File: src/rtl/acia_pkg.sv
package acia_pkg;

    localparam int OVS      = 16;
    localparam int OVS_W    = $clog2(OVS);
    localparam int DIV_W    = 12;

    localparam logic [1:0] ADDR_DATA = 2'd0;
    localparam logic [1:0] ADDR_STAT = 2'd1;
    localparam logic [1:0] ADDR_CMD  = 2'd2;
    localparam logic [1:0] ADDR_CTRL = 2'd3;

    // command bit roles
    localparam int CMD_RX_ON    = 0;
    localparam int CMD_IRQ_MASK = 1;
    localparam int CMD_SOFT_W   = 5;   // bits below this clear on soft reset

    typedef enum logic [1:0] {
        TX_IDLE,
        TX_START,
        TX_DATA,
        TX_STOP
    } tx_state_e;

    typedef enum logic [1:0] {
        RX_IDLE,
        RX_START,
        RX_DATA,
        RX_STOP
    } rx_state_e;

    // reference strobes per 16x tick, picked by control bits 4:0
    function automatic logic [DIV_W-1:0] rate_divisor(input logic [4:0] sel);
        logic [DIV_W-1:0] r;
        if (!sel[4]) begin
            r = DIV_W'(1);
        end else begin
            case (sel[3:0])
                4'd0:    r = DIV_W'(1);
                4'd1:    r = DIV_W'(2304);
                4'd2:    r = DIV_W'(1536);
                4'd3:    r = DIV_W'(1048);
                4'd4:    r = DIV_W'(856);
                4'd5:    r = DIV_W'(768);
                4'd6:    r = DIV_W'(384);
                4'd7:    r = DIV_W'(192);
                4'd8:    r = DIV_W'(96);
                4'd9:    r = DIV_W'(64);
                4'd10:   r = DIV_W'(48);
                4'd11:   r = DIV_W'(32);
                4'd12:   r = DIV_W'(24);
                4'd13:   r = DIV_W'(16);
                4'd14:   r = DIV_W'(12);
                default: r = DIV_W'(6);
            endcase
        end
        return r;
    endfunction

endpackage

File: src/rtl/acia_baud_gen.sv
module acia_baud_gen #(
    parameter int DIV_W = 12
) (
    input  logic             clk,
    input  logic             rst_n,
    input  logic             ref_tick,
    input  logic             clr,
    input  logic [DIV_W-1:0] div,
    output logic             tick16
);

    typedef struct packed {
        logic [DIV_W-1:0] cnt;
        logic             tick;
    } bg_t;

    bg_t s_d, s_q;

    always_comb begin
        s_d      = s_q;
        s_d.tick = 1'b0;
        if (clr) begin
            s_d.cnt = '0;
        end else if (ref_tick) begin
            if (s_q.cnt >= div - DIV_W'(1)) begin
                s_d.cnt  = '0;
                s_d.tick = 1'b1;
            end else begin
                s_d.cnt = s_q.cnt + DIV_W'(1);
            end
        end
    end

    always_ff @(posedge clk or negedge rst_n) begin
        if (!rst_n) s_q <= '0;
        else        s_q <= s_d;
    end

    assign tick16 = s_q.tick;

endmodule

File: src/rtl/acia_tx.sv
module acia_tx
    import acia_pkg::*;
#(
    parameter int DATA_BITS = 8
) (
    input  logic                 clk,
    input  logic                 rst_n,
    input  logic                 clr,
    input  logic                 tick16,
    input  logic                 hold_full,
    input  logic [DATA_BITS-1:0] hold_data,
    input  logic                 cts_n,
    output logic                 take,
    output logic                 busy,
    output logic                 txd
);

    localparam int BIT_W = $clog2(DATA_BITS);

    typedef struct packed {
        tx_state_e            state;
        logic [OVS_W-1:0]     sub;
        logic [BIT_W-1:0]     bitn;
        logic [DATA_BITS-1:0] sh;
        logic                 line;
    } tx_t;

    tx_t s_d, s_q;
    logic take_c;

    always_comb begin
        s_d    = s_q;
        take_c = 1'b0;
        unique case (s_q.state)
            TX_IDLE: begin
                s_d.line = 1'b1;
                if (hold_full && !cts_n) begin
                    s_d.state = TX_START;
                    s_d.sh    = hold_data;
                    s_d.sub   = '0;
                    s_d.line  = 1'b0;
                    take_c    = 1'b1;
                end
            end
            TX_START: begin
                if (tick16) begin
                    if (s_q.sub == OVS_W'(OVS-1)) begin
                        s_d.state = TX_DATA;
                        s_d.sub   = '0;
                        s_d.bitn  = '0;
                        s_d.line  = s_q.sh[0];
                    end else begin
                        s_d.sub = s_q.sub + OVS_W'(1);
                    end
                end
            end
            TX_DATA: begin
                if (tick16) begin
                    if (s_q.sub == OVS_W'(OVS-1)) begin
                        s_d.sub = '0;
                        if (s_q.bitn == BIT_W'(DATA_BITS-1)) begin
                            s_d.state = TX_STOP;
                            s_d.line  = 1'b1;
                        end else begin
                            s_d.bitn = s_q.bitn + BIT_W'(1);
                            s_d.sh   = s_q.sh >> 1;
                            s_d.line = s_q.sh[1];
                        end
                    end else begin
                        s_d.sub = s_q.sub + OVS_W'(1);
                    end
                end
            end
            TX_STOP: begin
                if (tick16) begin
                    if (s_q.sub == OVS_W'(OVS-1)) begin
                        s_d.state = TX_IDLE;
                        s_d.sub   = '0;
                    end else begin
                        s_d.sub = s_q.sub + OVS_W'(1);
                    end
                end
            end
            default: s_d.state = TX_IDLE;
        endcase
        if (clr) begin
            s_d      = '0;
            s_d.line = 1'b1;
            take_c   = 1'b0;
        end
    end

    always_ff @(posedge clk or negedge rst_n) begin
        if (!rst_n) begin
            s_q      <= '0;
            s_q.line <= 1'b1;
        end else begin
            s_q <= s_d;
        end
    end

    assign take = take_c;
    assign busy = (s_q.state != TX_IDLE);
    assign txd  = s_q.line;

endmodule

File: src/rtl/acia_rx.sv
module acia_rx
    import acia_pkg::*;
#(
    parameter int DATA_BITS = 8
) (
    input  logic                 clk,
    input  logic                 rst_n,
    input  logic                 clr,
    input  logic                 enable,
    input  logic                 tick16,
    input  logic                 rxd,
    output logic                 done,
    output logic [DATA_BITS-1:0] data,
    output logic                 ferr
);

    localparam int BIT_W = $clog2(DATA_BITS);
    localparam int HALF  = OVS / 2;

    typedef struct packed {
        logic                 s1;
        logic                 s2;
        rx_state_e            state;
        logic [OVS_W-1:0]     sub;
        logic [BIT_W-1:0]     bitn;
        logic [DATA_BITS-1:0] sh;
        logic                 done;
        logic [DATA_BITS-1:0] data;
        logic                 ferr;
    } rx_t;

    rx_t s_d, s_q;

    always_comb begin
        s_d      = s_q;
        s_d.done = 1'b0;
        s_d.s1   = rxd;
        s_d.s2   = s_q.s1;
        if (!enable || clr) begin
            s_d.state = RX_IDLE;
            s_d.sub   = '0;
            s_d.bitn  = '0;
        end else if (tick16) begin
            unique case (s_q.state)
                RX_IDLE: begin
                    if (!s_q.s2) begin
                        s_d.state = RX_START;
                        s_d.sub   = '0;
                    end
                end
                RX_START: begin
                    if (s_q.sub == OVS_W'(HALF-1)) begin
                        s_d.sub  = '0;
                        s_d.bitn = '0;
                        s_d.state = s_q.s2 ? RX_IDLE : RX_DATA;
                    end else begin
                        s_d.sub = s_q.sub + OVS_W'(1);
                    end
                end
                RX_DATA: begin
                    if (s_q.sub == OVS_W'(OVS-1)) begin
                        s_d.sub = '0;
                        s_d.sh  = {s_q.s2, s_q.sh[DATA_BITS-1:1]};
                        if (s_q.bitn == BIT_W'(DATA_BITS-1)) s_d.state = RX_STOP;
                        else                                 s_d.bitn  = s_q.bitn + BIT_W'(1);
                    end else begin
                        s_d.sub = s_q.sub + OVS_W'(1);
                    end
                end
                RX_STOP: begin
                    if (s_q.sub == OVS_W'(OVS-1)) begin
                        s_d.sub   = '0;
                        s_d.state = RX_IDLE;
                        s_d.done  = 1'b1;
                        s_d.data  = s_q.sh;
                        s_d.ferr  = ~s_q.s2;
                    end else begin
                        s_d.sub = s_q.sub + OVS_W'(1);
                    end
                end
                default: s_d.state = RX_IDLE;
            endcase
        end
    end

    always_ff @(posedge clk or negedge rst_n) begin
        if (!rst_n) begin
            s_q    <= '0;
            s_q.s1 <= 1'b1;
            s_q.s2 <= 1'b1;
        end else begin
            s_q <= s_d;
        end
    end

    assign done = s_q.done;
    assign data = s_q.data;
    assign ferr = s_q.ferr;

endmodule

File: src/rtl/acia_serial_ctrl.sv
module acia_serial_ctrl
    import acia_pkg::*;
#(
    parameter int DATA_BITS = 8
) (
    input  logic       clk,
    input  logic       rst_n,
    input  logic       ref_tick,
    input  logic       cs,
    input  logic       we,
    input  logic [1:0] addr,
    input  logic [7:0] wdata,
    output logic [7:0] rdata,
    output logic       irq,
    output logic       txd,
    input  logic       rxd,
    input  logic       cts_n,
    input  logic       dcd_n,
    input  logic       dsr_n,
    output logic       rts_n,
    output logic       dtr_n
);

    typedef struct packed {
        logic [7:0]           cmd;
        logic [7:0]           ctrl;
        logic [DATA_BITS-1:0] hold;
        logic                 hold_full;
        logic [DATA_BITS-1:0] rx_buf;
        logic                 rx_full;
        logic                 ovr;
        logic                 ferr;
        logic                 irq;
    } regs_t;

    regs_t r_d, r_q;

    logic                 soft_rst;
    logic                 rd_data, rd_stat;
    logic                 tick16;
    logic [DIV_W-1:0]     div;
    logic                 tx_take, tx_busy;
    logic                 rx_en, rx_done, rx_ferr;
    logic [DATA_BITS-1:0] rx_data;
    logic [7:0]           status;
    logic [7:0]           cmd_cur;
    logic                 rx_full_cur, ovr_cur;

    assign soft_rst = cs & we & (addr == ADDR_STAT);
    assign rd_data  = cs & ~we & (addr == ADDR_DATA);
    assign rd_stat  = cs & ~we & (addr == ADDR_STAT);
    assign div      = rate_divisor(r_q.ctrl[4:0]);
    assign rx_en    = r_q.cmd[CMD_RX_ON] & ~dcd_n;

    acia_baud_gen #(.DIV_W(DIV_W)) u_baud (
        .clk      (clk),
        .rst_n    (rst_n),
        .ref_tick (ref_tick),
        .clr      (soft_rst),
        .div      (div),
        .tick16   (tick16)
    );

    acia_tx #(.DATA_BITS(DATA_BITS)) u_tx (
        .clk       (clk),
        .rst_n     (rst_n),
        .clr       (soft_rst),
        .tick16    (tick16),
        .hold_full (r_q.hold_full),
        .hold_data (r_q.hold),
        .cts_n     (cts_n),
        .take      (tx_take),
        .busy      (tx_busy),
        .txd       (txd)
    );

    acia_rx #(.DATA_BITS(DATA_BITS)) u_rx (
        .clk    (clk),
        .rst_n  (rst_n),
        .clr    (soft_rst),
        .enable (rx_en),
        .tick16 (tick16),
        .rxd    (rxd),
        .done   (rx_done),
        .data   (rx_data),
        .ferr   (rx_ferr)
    );

    always_comb begin
        r_d = r_q;
        if (tx_take) r_d.hold_full = 1'b0;
        if (rd_data) begin
            r_d.rx_full = 1'b0;
            r_d.ovr     = 1'b0;
        end
        if (rd_stat) r_d.irq = 1'b0;
        if (rx_done) begin
            if (r_q.rx_full && !rd_data) begin
                r_d.ovr = 1'b1;
            end else begin
                r_d.rx_buf  = rx_data;
                r_d.rx_full = 1'b1;
                r_d.ferr    = rx_ferr;
            end
            if (!r_q.cmd[CMD_IRQ_MASK]) r_d.irq = 1'b1;
        end
        if (cs && we) begin
            unique case (addr)
                ADDR_DATA: begin
                    r_d.hold      = wdata[DATA_BITS-1:0];
                    r_d.hold_full = 1'b1;
                end
                ADDR_CMD:  r_d.cmd  = wdata;
                ADDR_CTRL: r_d.ctrl = wdata;
                default:   ;
            endcase
        end
        if (soft_rst) begin
            r_d.cmd[CMD_SOFT_W-1:0] = '0;
            r_d.hold_full = 1'b0;
            r_d.rx_full   = 1'b0;
            r_d.ovr       = 1'b0;
            r_d.ferr      = 1'b0;
            r_d.irq       = 1'b0;
        end
    end

    always_ff @(posedge clk or negedge rst_n) begin
        if (!rst_n) r_q <= '0;
        else        r_q <= r_d;
    end

    assign status = {r_q.irq, dsr_n, dcd_n, ~r_q.hold_full,
                     r_q.rx_full, r_q.ovr, r_q.ferr, 1'b0};

    always_comb begin
        unique case (addr)
            ADDR_DATA: rdata = 8'(r_q.rx_buf);
            ADDR_STAT: rdata = status;
            ADDR_CMD:  rdata = r_q.cmd;
            default:   rdata = r_q.ctrl;
        endcase
    end

    assign irq         = r_q.irq;
    assign rts_n       = (r_q.cmd[3:2] == 2'b00);
    assign dtr_n       = ~r_q.cmd[CMD_RX_ON];
    assign cmd_cur     = r_q.cmd;
    assign rx_full_cur = r_q.rx_full;
    assign ovr_cur     = r_q.ovr;

endmodule

File: config.mk
export PLATFORM = sky130hd
export DESIGN_NAME = acia_serial_ctrl
export DESIGN_NICKNAME = d
export VERILOG_FILES = /design/src/rtl/acia_pkg.sv /design/src/rtl/acia_baud_gen.sv /design/src/rtl/acia_tx.sv /design/src/rtl/acia_rx.sv /design/src/rtl/acia_serial_ctrl.sv
export SDC_FILE = /design/constraint.sdc
export NUM_CORES = 1
export LEC_CHECK = 0
export BUFFER_PORTS_ARGS = -buffer_cell sky130_fd_sc_hd__buf_2
export CELL_PAD_IN_SITES_DETAIL_PLACEMENT = 0
export CELL_PAD_IN_SITES_GLOBAL_PLACEMENT = 1
export CORE_MARGIN = 1
export CORE_UTILIZATION = 30
export CTS_BUF_LIST = sky130_fd_sc_hd__clkbuf_4 sky130_fd_sc_hd__clkbuf_8 sky130_fd_sc_hd__clkbuf_16
export DETAILED_ROUTE_END_ITERATION = 12
export PLACE_DENSITY = 0.6
export SYNTH_ARGS = -nofsm -noshare
export SYNTH_HDL_FRONTEND = slang
export SYNTH_SLANG_ARGS = --single-unit
File: constraint.sdc
create_clock -name clk -period 3.6 [get_ports clk]
set_clock_uncertainty 0.15 [all_clocks]
set_input_delay 0 -clock clk [delete_from_list [all_inputs] [get_ports clk]]
set_output_delay 0 -clock clk [all_outputs]
set_load 0.01 [all_outputs]
==> results.cfg, run 1 <==
[outcome]
status = finished clean

[yosys]
synthTopCellsByCount = dfrtp_1 (94), nand2_1 (56), o21ai_0 (42)
synth_cell_types = 66
synth_cells = 544
synth-main-ff-cell = dfrtp_1
synth_area_leaders = dfrtp_1 (41%), ha_1 (7.5%), mux2_2 (6.7%)
avgSynthCellArea_um2 = 10.4
ys_warn_count = 0
synth_edf_count = 0
synth-seq-area-share_pct = 42.8
ys_ff_latch = 97
synth_nets = 597
synth.most_common_cell = dfrtp_1
synth_largest_area_cell = dfrtp_1
syn-cell-area_um2 = 5680
synthArstFlopShare_pct = 100
synth_top_area_share_pct = 41.4

[detailed_routing]
wl_um = 13100
post-route-drc-count = 0
vias = 4248
avgRoutedWirePerCell_um = 15.8
ant_nets = 0
drt-pass1-iter-count = 4
drtIter0Drc = 191
vias_per_cell = 5.11

[sta]
fin_crit_ns = 3.50
setup_violations = 0
worst_slack_ns = 0.0993
worstMarginPinSlew_ns = 0.948
holdWs_ns = 0.0967
clock.fmax_ghz = 0.286
relSlewSlack_pct = 36.8
finalHoldViolations = 0
drv_slew = 0
final.period_utilization_pct = 97.2

[die]
dieArea_um2 = 19500
die_w_um = 140
io_pins = 31
die_y_um = 140
num_rows = 49
core_area_um2 = 18300
initial_utilization_pct = 31.1

[setup_path]
r2r_end = u_baud.tick16
start_kind = flop
endpoint_kind = flop
crit_fanout = 6
critPathKind = flop to flop
reg2reg_depth = 15
rrSetupSlack_ns = 0.1
r2r_start = r_q[21]
crit_required_ns = 3.74
arrival_ns = 3.64

[placed_design]
gp_routability_congestion = 0.848
dp_hpwl_um = 9420
dp_slack_ns = -0.0791
place_area_um2 = 6080
portBuffers = 30

[clocking]
cts-root-buf = clkbuf_16
cts.clk_slew.worst_paths_ns = 0.07
clkSinkCount = 97
cts_buffer_depth = 2
cts_buffers = 9
cts_tree = built
clk-insertion-delay-late_ns = 0.35
htreeDepth = 3

[finish]
antenna_cells = 0
layout.nets = 651
syn_to_final_growth_pct = 18.0
drive_gt1_share_pct = 25.0
stdcell_area_um2 = 6700
fin_util_pct = 36.7

[global_routing]
grt_pass1_wl_um = 21500
antenna_found_initial = 0
grtUsageTotal_pct = 14.0
grt_max_degree = 75
first_global_vias = 4107
grt-ovfl-total = 0

[flow_run]
drv_cap = 0

[hold_path]
hold_end = ovr_cur
holdPathStages = 3
worst_hold_path_type = input port to flop
min_from = addr[1]

[pwr]
ir_worst_vdd_mv = 0.336
p_leak_nw = 3.02
power_density_nw_per_um2 = 540
## flip-flops by register name, indices dropped and copies added, names as in the netlist
signal         cells
u_baud.tick16      1
u_rx.ferr          1
u_rx.s_q          18
u_tx.txd           1
irq                1
u_rx.data          8
rx_full_cur        1
ovr_cur            1
u_rx.s_d           1
u_rx.done          1
u_baud.s_q        12
r_q               26
u_tx.s_q          17
cmd_cur            8
## report_power, final
part	internal, W	switching, W	leakage (nW)
logic	0.000549	0.000711	1.58
registers	0.00124	0.000118	1.29
clock network	0.000594	0.000409	0.151
total	0.00238	0.00124	3.02
## final cells by class
cell class	count	area, um^2
Fill cell	1842	11600
Multi-Input combinational cell	408	3140
Sequential cell	97	2430
Timing Repair Buffer	66	467
Tap cell	229	287
Clock buffer	12	267
Inverter	16	60.1
Clock inverter	4	50.0
## timing repair
item	in CTS	in global routing
hold endpoints to repair	112	0
setup endpoints to repair	6	13
resized for setup	2	14
hold buffers	16	0
pin swaps	2	3
buffers inserted	1	8
## critical path, cell delays in order (launching register included)
cell and delay, ns:
dfrtp_1 0.37, inv_1 0.08, ha_2 0.19, or3b_2 0.45, and2_4 0.18, ha_4 0.17, o221ai_2 0.08, o21ba_4 0.21
a2111oi_4 0.34, a311oi_1 0.09, ha_1 0.29, nand4_1 0.14, buf_4 0.19, o31ai_4 0.22, buf_4 0.16, and2_1 0.12
## how the worst max path moves through the flow
stage / from / endpoint / slack (ns) / depth (start not counted)
after floorplan: r_q[22] / u_baud.s_q[9] / -0.02 / 14
after global placement: r_q[21] / u_baud.s_q[2] / 0.03 / 13
after detailed placement: r_q[21] / u_baud.s_q[2] / -0.08 / 13
after CTS: r_q[21] / u_baud.s_q[11] / 0.01 / 13
after global routing: r_q[21] / u_baud.tick16 / -0.04 / 15
final: r_q[21] / u_baud.tick16 / 0.1 / 15
## cell usage in the layout (no fill, tap or decap), types with 18 or more instances in the layout
cell     count
a21oi_1     18
buf_2       29
buf_4       20
dfrtp_1     94
ha_1        32
mux2_2      34
nand2_1     55
nand3_1     22
nor2_1      35
o21ai_0     40
## cells by family (layout without fill, tap and decap cells)
kind of cell / count (synthesis) / after routing / synth area share (%)
flops: 97 / 97 / 42.8
mux: 62 / 62 / 14.5
buf+inv: 39 / 98 / 3.31
compound gates: 120 / 120 / 14.2
simple gates: 187 / 187 / 16.9
fa+ha+maj: 34 / 34 / 7.49
xor+xnor: 5 / 5 / 0.772
## per-stage QoR
step                      cells  total power [W]  setup TNS, ns
final                       832          0.00362              0
after global routing        832          0.00387         -0.106
after CTS                   824          0.00357              0
after detailed placement    791          0.00252         -0.169
after global placement      791          0.00249              0
after floorplan             544          0.00219        -0.0787
## routing by layer
layer	vias to the layer above	routed length [um]	track usage, %
met3	15	348	2.55
met5	-	0	0
met1	2086	6400	19.0
li1	2093	-	-
met4	0	219	5.15
met2	54	6150	22.2
Note: power is estimated with default switching activity, not from simulation.
==> run 2, diff against run 1 <==
--- a/config.mk
+++ b/config.mk
@@ -6,13 +6,11 @@
 export NUM_CORES = 1
 export LEC_CHECK = 0
 export BUFFER_PORTS_ARGS = -buffer_cell sky130_fd_sc_hd__buf_2
-export CELL_PAD_IN_SITES_DETAIL_PLACEMENT = 0
-export CELL_PAD_IN_SITES_GLOBAL_PLACEMENT = 1
 export CORE_MARGIN = 1
 export CORE_UTILIZATION = 30
 export CTS_BUF_LIST = sky130_fd_sc_hd__clkbuf_4 sky130_fd_sc_hd__clkbuf_8 sky130_fd_sc_hd__clkbuf_16
 export DETAILED_ROUTE_END_ITERATION = 12
-export PLACE_DENSITY = 0.6
+export PLACE_DENSITY = 0.52
 export SYNTH_ARGS = -nofsm -noshare
 export SYNTH_HDL_FRONTEND = slang
 export SYNTH_SLANG_ARGS = --single-unit
==> run 2 against run 1 <==
Total power down 2.4%. Die area unchanged. Non-clock buffer count down 8. Routed wire length down 1.9%. Critical endpoint is now u_baud.s_q[9]. Largest cell class unchanged.
==> results.cfg, run 2 (synthesized netlist as in run 1, its figures left out) <==
[outcome]
status = finished clean

[die]
die_y_um = 140
dieArea_um2 = 19500
die_w_um = 140
num_rows = 49
initial_utilization_pct = 31.1
core_area_um2 = 18300
io_pins = 31

[global_routing]
grt_max_degree = 81
antenna_found_initial = 0
first_global_vias = 4255
grt-ovfl-total = 0
grt_pass1_wl_um = 21600
grtUsageTotal_pct = 13.9

[clocking]
cts_tree = built
htreeDepth = 3
cts_buffers = 9
cts-root-buf = clkbuf_16
clk-insertion-delay-late_ns = 0.35
clkSinkCount = 97
cts.clk_slew.worst_paths_ns = 0.07
cts_buffer_depth = 2

[finish]
fillers = 1860
stdcell_count = 824
layout_common_cells = dfrtp_1 (94), nand2_1 (56), o21ai_0 (40)
antenna_cells = 0
reg.largest.list = r_q: 26 flops, u_rx.s_q: 18 flops, u_tx.s_q: 17 flops
largest_reg_flops = 26
drive_gt1_share_pct = 23.7
multi_input_area_um2 = 3140
final_common_cell = dfrtp_1
final-seq-area_um2 = 2430
layout.nets = 643
syn_to_final_growth_pct = 16.5
top_register = r_q

[sta]
relSlewSlack_pct = 30.2
finalHoldViolations = 0
clock.fmax_ghz = 0.287
drv_slew = 0
worstMarginPinSlew_ns = 1.05
holdWs_ns = 0.0777
setup_violations = 0
final.period_utilization_pct = 96.8
fin_crit_ns = 3.48

[detailed_routing]
post-route-drc-count = 0
avgRoutedWirePerCell_um = 15.6
drt-pass1-iter-count = 7
ant_nets = 0
vias = 4287
wl_um = 12900
drtIter0Drc = 167
vias_per_cell = 5.20

[pwr]
power_density_nw_per_um2 = 534
p_leak_nw = 2.98
ir_worst_vdd_mv = 0.304

[hold_path]
worst_hold_path_type = input port to flop

[setup_path]
crit_fanout = 6
arrival_ns = 3.56
start_kind = flop
critPathKind = flop to flop
crit_required_ns = 3.68
endpoint_kind = flop

[placed_design]
gp_routability_congestion = 0.846
dp_cells = 788
portBuffers = 30
dp_hpwl_um = 9170

[flow_run]
drv_cap = 0
-- run 2: cell count changes in the layout (fill, tap and decap cells not counted), moves of 2 or more --
cell / change
a311oi_1: -2
a311oi_2: +2
buf_4: -7
clkbuf_8: -3
clkinv_2: +2
nor4_1: +2
nor4_2: -2
-- run 2: final timing paths --
check	startpoint	end	slack, ns	cells past startpoint
setup / recovery	r_q[21]	u_baud.s_q[9]	0.12	14
hold / removal	addr[1]	ovr_cur	0.08	3
setup reg to reg	r_q[21]	u_baud.s_q[9]	0.12	14
hold reg to reg	u_rx.s_d[27]	u_rx.s_q[27]	0.21	0
max in group asynchronous	rst_n	u_rx.s_q[27]	2.21	3
min in group asynchronous	rst_n	u_rx.s_q[22]	0.19	2
-- run 2: where the power goes --
group | internal (W) | switching, W | total (W)
registers | 0.00124 | 0.000120 | 0.00136
clock network | 0.000538 | 0.000428 | 0.000966
logic | 0.000504 | 0.000706 | 0.00121
-- run 2: metal layers --
metal / up-vias / track usage [%] / wire length, um
met5: - / 0 / 0
met4: 0 / 5.38 / 215
met3: 17 / 2.27 / 341
li1: 2078 / - / -
met1: 2114 / 18.8 / 6120
met2: 78 / 22.5 / 6200
-- run 2: critical path: stages, from the launching register on --
cell	delay [ns]
dfrtp_1	0.38
inv_1	0.08
ha_2	0.19
or3b_2	0.46
and2_4	0.19
ha_4	0.18
o221ai_2	0.08
o21ba_4	0.22
a2111oi_4	0.32
a311oi_2	0.08
ha_1	0.30
nand4_1	0.22
buf_4	0.24
nor3_4	0.18
nor4_1	0.09
-- run 2: final cells by class --
cell class | instances | share of cell area, %
clock buffer | 9 | 3.41
multi-input combinational | 408 | 47.4
sequential | 97 | 36.8
timing repair buffer | 58 | 6.09
tap | 229 | 4.33
inverter | 16 | 0.908
clock inverter | 7 | 1.06
-- run 2: through the flow --
step / setup slack [ns] / cell area (um^2) / power [W] / setup TNS [ns] / util, %
after floorplan: -0.0250 / 5690 / 0.00219 / -0.0787 / -
after global routing: -0.0620 / 6610 / 0.00377 / -0.379 / 36.2
after global placement: 0.0402 / 6060 / 0.00246 / 0 / 33.2
after CTS: 0.0344 / 6540 / 0.00351 / 0 / 35.8
after detailed placement: -0.102 / 6060 / 0.00250 / -0.308 / 33.2
final: 0.116 / 6610 / 0.00353 / 0 / 36.2
-- run 2: what timing repair did --
action	4_1_cts	5_1_grt
buffers inserted	2	2
pin swaps	2	5
hold buffers	16	0
hold endpoints to repair	121	0
gates cloned	0	0
setup endpoints to repair	12	13
resized for setup	2	12
